[src/rtl/hazard_pkg.sv]
package hazard_pkg;

  localparam int INSTR_W = 32;
  localparam int OPC_W   = 6;
  localparam int REG_W   = 5;
  localparam int LINK_REG = (1 << REG_W) - 1;

  localparam logic [OPC_W-1:0] OPC_ALU  = 6'h00;
  localparam logic [OPC_W-1:0] OPC_LOAD = 6'h23;
  localparam logic [OPC_W-1:0] OPC_STOR = 6'h2B;
  localparam logic [OPC_W-1:0] OPC_BRZ  = 6'h04;
  localparam logic [OPC_W-1:0] OPC_JMP  = 6'h02;
  localparam logic [OPC_W-1:0] OPC_JLNK = 6'h03;
  localparam logic [OPC_W-1:0] OPC_JREG = 6'h06;
  localparam logic [OPC_W-1:0] OPC_JRLK = 6'h07;
  localparam logic [2:0]       OPC_IMM_GRP = 3'b001;

  typedef enum logic [1:0] {
    SRC_RF  = 2'd0,
    SRC_EX  = 2'd1,
    SRC_MEM = 2'd2,
    SRC_WB  = 2'd3
  } fwd_t;

  typedef struct packed {
    logic [REG_W-1:0] dest;
    logic             wr;
    logic             ld;
    logic             alu;
  } stage_t;

  function automatic logic src_hit(input logic [REG_W-1:0] src,
                                   input logic rd_en,
                                   input stage_t st);
    return rd_en && st.wr && (src != '0) && (st.dest == src);
  endfunction

  function automatic fwd_t fwd_pick(input logic [REG_W-1:0] src,
                                    input logic rd_en,
                                    input stage_t ex,
                                    input stage_t mem,
                                    input stage_t wb);
    fwd_t sel;
    if (src_hit(src, rd_en, ex))       sel = ex.ld ? SRC_RF : SRC_EX;
    else if (src_hit(src, rd_en, mem)) sel = SRC_MEM;
    else if (src_hit(src, rd_en, wb))  sel = SRC_WB;
    else                               sel = SRC_RF;
    return sel;
  endfunction

endpackage

[src/rtl/hazard_rst_sync.sv]
module hazard_rst_sync #(
  parameter int STAGES = 2
) (
  input  logic clk,
  input  logic rst_n,
  output logic rst_sync_n
);
  logic [STAGES-1:0] sync_q;
  logic [STAGES-1:0] sync_d;

  always_comb sync_d = {sync_q[STAGES-2:0], 1'b1};

  always_ff @(posedge clk or negedge rst_n) begin
    if (!rst_n) sync_q <= '0;
    else        sync_q <= sync_d;
  end

  assign rst_sync_n = sync_q[STAGES-1];
endmodule

[src/rtl/hazard_decode.sv]
module hazard_decode
  import hazard_pkg::*;
(
  input  logic [INSTR_W-1:0] instr,
  output logic [REG_W-1:0]   rs,
  output logic [REG_W-1:0]   rt,
  output logic               rs_rd,
  output logic               rt_rd,
  output stage_t             tag
);
  logic [OPC_W-1:0] opc;
  logic [REG_W-1:0] rd;
  logic             unused_low;

  assign opc = instr[31:26];
  assign rs  = instr[25:21];
  assign rt  = instr[20:16];
  assign rd  = instr[15:11];
  assign unused_low = ^instr[10:0];

  always_comb begin
    tag   = '0;
    rs_rd = 1'b0;
    rt_rd = 1'b0;
    if (opc[5:3] == OPC_IMM_GRP) begin
      tag.dest = rt;
      tag.wr   = (rt != '0);
      tag.alu  = 1'b1;
      rs_rd    = 1'b1;
    end else begin
      case (opc)
        OPC_ALU: begin
          tag.dest = rd;
          tag.wr   = (rd != '0);
          tag.alu  = 1'b1;
          rs_rd    = 1'b1;
          rt_rd    = 1'b1;
        end
        OPC_LOAD: begin
          tag.dest = rt;
          tag.wr   = (rt != '0);
          tag.ld   = 1'b1;
          rs_rd    = 1'b1;
        end
        OPC_STOR: begin
          rs_rd = 1'b1;
          rt_rd = 1'b1;
        end
        OPC_BRZ, OPC_JREG: rs_rd = 1'b1;
        OPC_JLNK: begin
          tag.dest = REG_W'(LINK_REG);
          tag.wr   = 1'b1;
        end
        OPC_JRLK: begin
          tag.dest = REG_W'(LINK_REG);
          tag.wr   = 1'b1;
          rs_rd    = 1'b1;
        end
        default: ;
      endcase
    end
  end
endmodule

[src/rtl/hazard_track.sv]
module hazard_track
  import hazard_pkg::*;
(
  input  logic   clk,
  input  logic   rst_n,
  input  logic   stall,
  input  stage_t dec_tag,
  output stage_t ex_q,
  output stage_t mem_q,
  output stage_t wb_q
);
  stage_t ex_d, mem_d, wb_d;

  always_comb begin
    ex_d  = stall ? stage_t'('0) : dec_tag;
    mem_d = ex_q;
    wb_d  = mem_q;
  end

  always_ff @(posedge clk or negedge rst_n) begin
    if (!rst_n) begin
      ex_q  <= '0;
      mem_q <= '0;
      wb_q  <= '0;
    end else begin
      ex_q  <= ex_d;
      mem_q <= mem_d;
      wb_q  <= wb_d;
    end
  end
endmodule

[src/rtl/hazard_resolve.sv]
module hazard_resolve
  import hazard_pkg::*;
#(
  parameter int MODE = 2
) (
  input  logic [REG_W-1:0] rs,
  input  logic [REG_W-1:0] rt,
  input  logic             rs_rd,
  input  logic             rt_rd,
  input  stage_t           ex,
  input  stage_t           mem,
  input  stage_t           wb,
  output logic             stall,
  output fwd_t             sel_a,
  output fwd_t             sel_b
);
  logic a_ex, a_mem, a_wb, b_ex, b_mem, b_wb;
  logic unused_flags;

  assign a_ex  = src_hit(rs, rs_rd, ex);
  assign a_mem = src_hit(rs, rs_rd, mem);
  assign a_wb  = src_hit(rs, rs_rd, wb);
  assign b_ex  = src_hit(rt, rt_rd, ex);
  assign b_mem = src_hit(rt, rt_rd, mem);
  assign b_wb  = src_hit(rt, rt_rd, wb);
  assign unused_flags = ^{mem.ld, mem.alu, wb.ld, wb.alu};

  generate
    if (MODE == 0) begin : g_lock
      logic unused_ex;
      assign unused_ex = ^{ex.ld, ex.alu};
      assign stall = a_ex | a_mem | a_wb | b_ex | b_mem | b_wb;
      assign sel_a = SRC_RF;
      assign sel_b = SRC_RF;
    end else if (MODE == 1) begin : g_exa
      logic unused_ld;
      assign unused_ld = ex.ld;
      assign stall = (a_ex & ~ex.alu) | a_mem | a_wb | b_ex | b_mem | b_wb;
      assign sel_a = (a_ex & ex.alu) ? SRC_EX : SRC_RF;
      assign sel_b = SRC_RF;
    end else begin : g_full
      logic unused_alu;
      assign unused_alu = ex.alu;
      assign stall = ex.ld & (a_ex | b_ex);
      assign sel_a = fwd_pick(rs, rs_rd, ex, mem, wb);
      assign sel_b = fwd_pick(rt, rt_rd, ex, mem, wb);
    end
  endgenerate
endmodule

[src/rtl/hazard_ctrl.sv]
module hazard_ctrl
  import hazard_pkg::*;
#(
  parameter int BYP_MODE = 2
) (
  input  logic        clk,
  input  logic        rst_n,
  input  logic [31:0] id_instr,
  output logic        stall_o,
  output logic [1:0]  fwd_a_o,
  output logic [1:0]  fwd_b_o
);
  logic             rst_sync_n;
  logic [REG_W-1:0] rs, rt;
  logic             rs_rd, rt_rd;
  stage_t           dec_tag, ex_q, mem_q, wb_q;
  fwd_t             sel_a, sel_b;
  logic             stall;

  hazard_rst_sync #(.STAGES(2)) u_rst (
    .clk(clk), .rst_n(rst_n), .rst_sync_n(rst_sync_n)
  );

  hazard_decode u_dec (
    .instr(id_instr), .rs(rs), .rt(rt), .rs_rd(rs_rd), .rt_rd(rt_rd), .tag(dec_tag)
  );

  hazard_track u_trk (
    .clk(clk), .rst_n(rst_sync_n), .stall(stall), .dec_tag(dec_tag),
    .ex_q(ex_q), .mem_q(mem_q), .wb_q(wb_q)
  );

  hazard_resolve #(.MODE(BYP_MODE)) u_res (
    .rs(rs), .rt(rt), .rs_rd(rs_rd), .rt_rd(rt_rd),
    .ex(ex_q), .mem(mem_q), .wb(wb_q),
    .stall(stall), .sel_a(sel_a), .sel_b(sel_b)
  );

  assign stall_o = stall;
  assign fwd_a_o = sel_a;
  assign fwd_b_o = sel_b;
endmodule

[config.mk]
export PLATFORM = sky130hd
export DESIGN_NAME = hazard_ctrl
export DESIGN_NICKNAME = d
export VERILOG_FILES = /design/src/rtl/hazard_pkg.sv /design/src/rtl/hazard_rst_sync.sv /design/src/rtl/hazard_decode.sv /design/src/rtl/hazard_track.sv /design/src/rtl/hazard_resolve.sv /design/src/rtl/hazard_ctrl.sv
export SDC_FILE = /design/constraint.sdc
export NUM_CORES = 1
export LEC_CHECK = 0
export ABC_AREA = 1
export CAP_MARGIN = 20
export CORE_MARGIN = 4
export CORE_UTILIZATION = 60
export DETAILED_ROUTE_END_ITERATION = 8
export DONT_BUFFER_PORTS = 1
export GPL_TIMING_DRIVEN = 0
export PLACE_DENSITY_LB_ADDON = 0.08
export SYNTH_ARGS = -nofsm -noshare
export SYNTH_HDL_FRONTEND = slang
export SYNTH_SLANG_ARGS = --single-unit
[constraint.sdc]
create_clock -name clk -period 1.5 [get_ports clk]
set_input_delay 0.3 -clock clk [delete_from_list [all_inputs] [get_ports clk]]
set_output_delay 0.3 -clock clk [all_outputs]
set_load 0.01 [all_outputs]
# Word level (Yosys, flattened, before mapping)
# Cells that the tools add are included.
word_totals:
  regBits: 21
  in_bits: 34
  output_inout_bits: 5
  word_cells: 66
op_classes:
  eq_ne: 13
  n_mux: 18
  bitwise_logic: 2
  reduce_logical: 25
ops:
  columns: ["cell", "count"]
  rows:
  - ["$eq A5 B5 Y1", 6]
  - ["$eq A6 B3 Y1 const B", 3]
  - ["$logic_and A1 B1 Y1", 18]
  - ["$pmux W6 S3", 1]
  - ["$reduce_bool A5 Y1", 3]
  - ["$eq A6 B6 Y1 const B", 2]
  - ["$mux W2", 6]
  - ["$mux W1", 9]
  - ["$mux W8", 1]
  - ["$eq A6 B2 Y1 const B", 1]
  - ["$logic_not A6 Y1", 1]
  - ["$mux W6", 1]
  - ["$reduce_or A6 Y1", 1]
  - ["$reduce_or A2 Y1", 2]
  - ["$eq A3 B1 Y1 const B", 1]
  - ["$and A1 B1 Y1", 1]
  - ["$or A1 B1 Y1", 1]

# Logic depth before layout (Yosys ltp)
depth:
  depth_word: 10
  depth_mapped: 9
  ltp_nobuf: 9

# Cells and area by module
# A second synthesis with hierarchy kept.
hier_totals:
  hier_cells: 288
  area_unflattened_um2: 1801.7
by_module_without_submodules:
  columns: ["mod", "n_inst", "cells_per_inst", "area_per_inst_um2", "seq_area_each_um2"]
  rows:
  - ["hazard_resolve", 1, 181, 754.5, 0.0]
  - ["hazard_track", 1, 41, 671.9, 600.6]
  - ["hazard_decode", 1, 63, 321.6, 0.0]
  - ["hazard_rst_sync", 1, 3, 53.8, 50.0]

# Least setup slack after synthesis
# OpenSTA, ideal clock, no wires.
synth_path:
  path_type: "input port to output port"
  start: "input port id_instr[31]"
  end: "output port stall_o"
  t_arrival_ns: 1.142
  required_ns: 1.200
  path_slack_ns: 0.058
  path_stages: 7
  path_buffers: 0
  path_cell_list: "nor2_1 > nand3_2 > nand2_2 > nor2_1 > nand2_1 > nand2_2 > a21oi_1"
synth_via:
  elab_chain_len: 9
  elab_cells_between_ends: 21
  classes_between: "eq/ne (6); mux (4); bitwise (2); reduce/logical (9)"
synth_rtl:
  columns: ["element", "line", "rtl"]
  rows:
  - ["from (decl)", "hazard_ctrl.sv:8", "input logic [31:0] id_instr,"]
  - ["$eq A6 B3 Y1, or another cell as far along", "hazard_decode.sv:31", "case (opc)"]
  - ["$reduce_or A6 Y1 (no source line) / $reduce_or A2 Y1 (equally long branches)", null, null]
  - ["$mux W1", "hazard_decode.sv:31", null]
  - ["$mux W1", "hazard_decode.sv:25", "if (opc[5:3] == OPC_IMM_GRP) begin"]
  - ["$logic_and A1 B1 Y1 (3 in a row)", "hazard_pkg.sv:35", "return rd_en && st.wr && (src != '0) && (st.dest == src);"]
  - ["$or A1 B1 Y1 (*)", "hazard_resolve.sv:44", "assign stall = ex.ld & (a_ex | b_ex);"]
  - ["$and A1 B1 Y1 (*)", "hazard_resolve.sv:44", null]
  - ["to (decl)", "hazard_ctrl.sv:9", "output logic stall_o,"]
# Mark *: on every way between the ends. The rest lies on a longest branch, timed or not.

# Worst setup path after layout
layout_path:
  start: "register, netlist name u_trk.ex_q[4]"
  end: "output port fwd_b_o[0]"
layout_via:
  elab_chain_len: 3
layout_rtl:
  columns: ["element", "line", "rtl"]
  rows:
  - ["$eq A5 B5 Y1", "hazard_pkg.sv:35", null]
  - ["$logic_and A1 B1 Y1", "hazard_pkg.sv:35", null]
  - ["$mux W2", "hazard_pkg.sv:44", "if (src_hit(src, rd_en, ex)) sel = ex.ld ? SRC_RF : SRC_EX;"]
  - ["to (decl)", "hazard_ctrl.sv:11", "output logic [1:0] fwd_b_o"]
# No other way between the ends.

==> results.toml <==
[status]
status = "finished with violations"
violations = "setup timing"

[global_routing]
antenna_found_initial = 0
grt_use_total_pct = 22.5
busiest_layer = "met2"
grt_pass1_vias = 1326
met1_usage_pct = 25.8
use_met3_pct = 5.59
grt_remaining_overflow = 0
grt_pass1_wl_mm = 5.55
grt_max_degree = 20
grt.met2_usage_pct = 37.8

[power_and_ir_drop]
ir_worst_vdd_v = 0.000798
switching_share_pct = 29.5
p_sw_uw = 321
p_comb_share_pct = 15.2
clkPwrFrac_pct = 26.9
p_seq_share_pct = 57.9
powerDensity_mw_per_mm2 = 716
internal_power_uw = 768
leakagePower_uw = 0.000739

[clocking]
cts.sinks = 21
cts_made_buffers = 3
clkLatencyLatePin_ns = 0.32
cts_tree = "done"
path_clk_slew_ns = 0.13
cts-root-buf = "clkbuf_4"
htree_levels = 1
clockBufferDepth = 2

[sta]
fin_crit_ns = 1.88
grt_setup_unrepaired = "yes"
tns_ns = -1.65
setup_ws_ns = -0.382
timing.hold.ws_ns = 0.150
relSlewSlack_pct = 49.7
tightest_slew_ns = 0.755
hold_violations = 0
drv_slew = 0
finalCritPeriodShare_pct = 125
clock_skew_ns = 0.00986
clock.fmax_mhz = 531
setup_viol = 5

[floorplanning]
io_pins = 39
die_height_um = 55.5
die-area_mm2 = 0.00308
core-area_mm2 = 0.00204
initial_core_util_pct = 66.3
die_x_um = 55.5
num_rows = 16

[worst_setup_path]
slowest_stage = "dfrtp_1"
worstSetupStartpointType = "flip-flop"
worstSetupPathType = "reg2out"
critPathCaptureType = "output pin"
crit_chain = "nand2_1, o21ai_0, nor2_1, nand2_2, o21ai_2, nor2_1, nand2_1, nand2_1"
worst_path_most_repeated_cell = "nand2_1"
cp_max_fo = 5
rr_worst_depth = 7
worstPathRequired_ns = 1.20
worstPathArrival_ns = 1.58
slowest_delay_ns = 0.45

[logic_synthesis]
netlist_instances = 199
synth_top_area_share_pct = 38.8
seq_area_frac_synth_pct = 38.8
avgSynthCellArea_um2 = 6.80
syn-num-nets = 233
yosys_warnings = 0
ys_ff_latch = 21
synth_area_leaders = "dfrtp_1, nand2_1, nor2_1"
syn-cell-area_mm2 = 0.00135
synth_cell_types = 24
yosysTopAreaCell = "dfrtp_1"

[detailed_routing]
wirelength_mm = 3.21
wl_per_cell_um = 13.8
drc = 0
firstDrtPassIters = 4
ant_nets = 0
initialDrtViolationCount = 35
vias = 1290
viasPerCell = 5.54

[cells_and_area]
area_delta_synth_final_pct = 12.3
drive_gt1_share_pct = 20.9
finalNetCount = 241
fillers = 156
n_antenna_cell = 0

[place]
pre_cts_ws_ns = -0.0844
place_hpwl_mm = 2.43
portBuffers = 0
place.gp.congestion = 0.833

[flow_run]
maxCapViolations = 0

[min_path]
holdPathStages = 2
hp-class = "in2reg"
==> placed cells by master, fill, tap and decap left out, types with 2 or more instances in the layout <==
cell,synthesis,routed
clkbuf_4,0,3
xor2_1,4,4
dfrtp_1,21,20
o21ai_0,6,5
a21oi_1,16,13
nand3_2,1,2
xnor2_1,6,5
nand4_1,5,5
nand2_4,1,2
nor2_2,2,3
a21oi_2,0,2
inv_1,19,17
nor2_1,32,28
nand2_1,48,45
o21a_1,2,2
nand2_2,5,7
buf_4,0,2
nand3_1,9,8
nor2_4,0,3
o21ai_1,5,5
inv_2,10,12
==> path summary, 6_finish.rpt <==
path,to,slack [ns],startpoint
worst max-delay path,fwd_b_o[0],-0.38,u_trk.ex_q[4]
worst min-delay path,u_trk.ex_q[4],0.15,id_instr[17]
worst max register to register,u_trk.ex_q[5],0.14,u_trk.ex_q[7]
worst min register to register,u_trk.ex_q[4],0.31,u_rst.sync_q[1]
max in group asynchronous,u_trk.mem_q[3],0.67,u_rst.sync_q[1]
min in group asynchronous,u_rst.sync_q[1],0.19,rst_n
==> metrics by stage <==
step	instance area, um2	instances	utilization [%]	total power, uW
2_1_floorplan	1350	199	-	752
3_3_place_gp	1390	226	68.0	775
3_5_place_dp	1390	226	68.0	783
4_1_cts	1460	231	71.7	1080
5_1_grt	1520	233	74.4	1160
6_report	1520	233	74.4	1090
==> cell families after synthesis <==
group | Yosys count | share of synthesized area (%)
xor gates and xnor gates | 10 | 6.47
DFF | 21 | 38.8
AOI/OAI and AO/OA | 31 | 12.1
buffers and inverters | 30 | 8.32
other | 1 | 0.277
and+or+nand+nor | 106 | 34.0
==> cell usage after synthesis, drive strengths merged <==
master  instances
buf             1
o21ai          11
nand4           5
xnor2           6
o22ai           1
nand3          10
or2             2
dfrtp          21
conb            1
nand2          54
xor2            4
nor4            1
a21boi          1
a21oi          16
o21a            2
inv            29
nor2           34
==> per-layer routing <==
metal	part of all wire, %	up-vias
met4	4.0	0
met3	8.2	15
li1	-	642
met5	0	-
met1	38	579
met2	49	54
==> repair_timing <==
action,CTS,global route
pin swaps,2,6
setup endpoints to repair,5,5
setup buffers,0,2
gates resized for setup,12,12
hold buffers,1,0
endpoints found under the hold margin,2,0
gates cloned,0,0
==> cell type report <==
type | instances | area [um2] | area share [%]
plain buffers | 1 | 3.75 | 0.247
clock buffers | 3 | 22.5 | 1.48
clock inverters | 1 | 7.51 | 0.494
inverters | 29 | 109 | 7.16
multi-input cells | 148 | 792 | 52.1
flip-flops and latches | 21 | 527 | 34.7
well taps | 27 | 33.8 | 2.22
repair buffers | 3 | 25.0 | 1.65
==> flip-flops by register name, indices dropped and copies added, names as in the netlist <==
register,flops
u_rst.sync_q,2
u_trk.ex_q,7
u_trk.mem_q,6
u_trk.wb_q,6
==> critical path, delay by kind of cell, from the launching register on <==
family	cells	cell delay, ns
and+or+nand+nor	6	0.53
AOI/OAI and AO/OA	2	0.28
DFF	1	0.45
==> power by group through the flow <==
| stage | Sequential, uW | Combinational [uW] | Clock (uW) |
|---|---|---|---|
| 3_5_place_dp | 640 | 142 | 0 |
| 5_1_grt | 636 | 189 | 331 |
| 2_1_floorplan | 631 | 121 | 0 |
| 4_1_cts | 629 | 151 | 295 |
| 6_report | 630 | 166 | 293 |
| 3_3_place_gp | 638 | 137 | 0 |
Power figures use the tool's default switching activity.
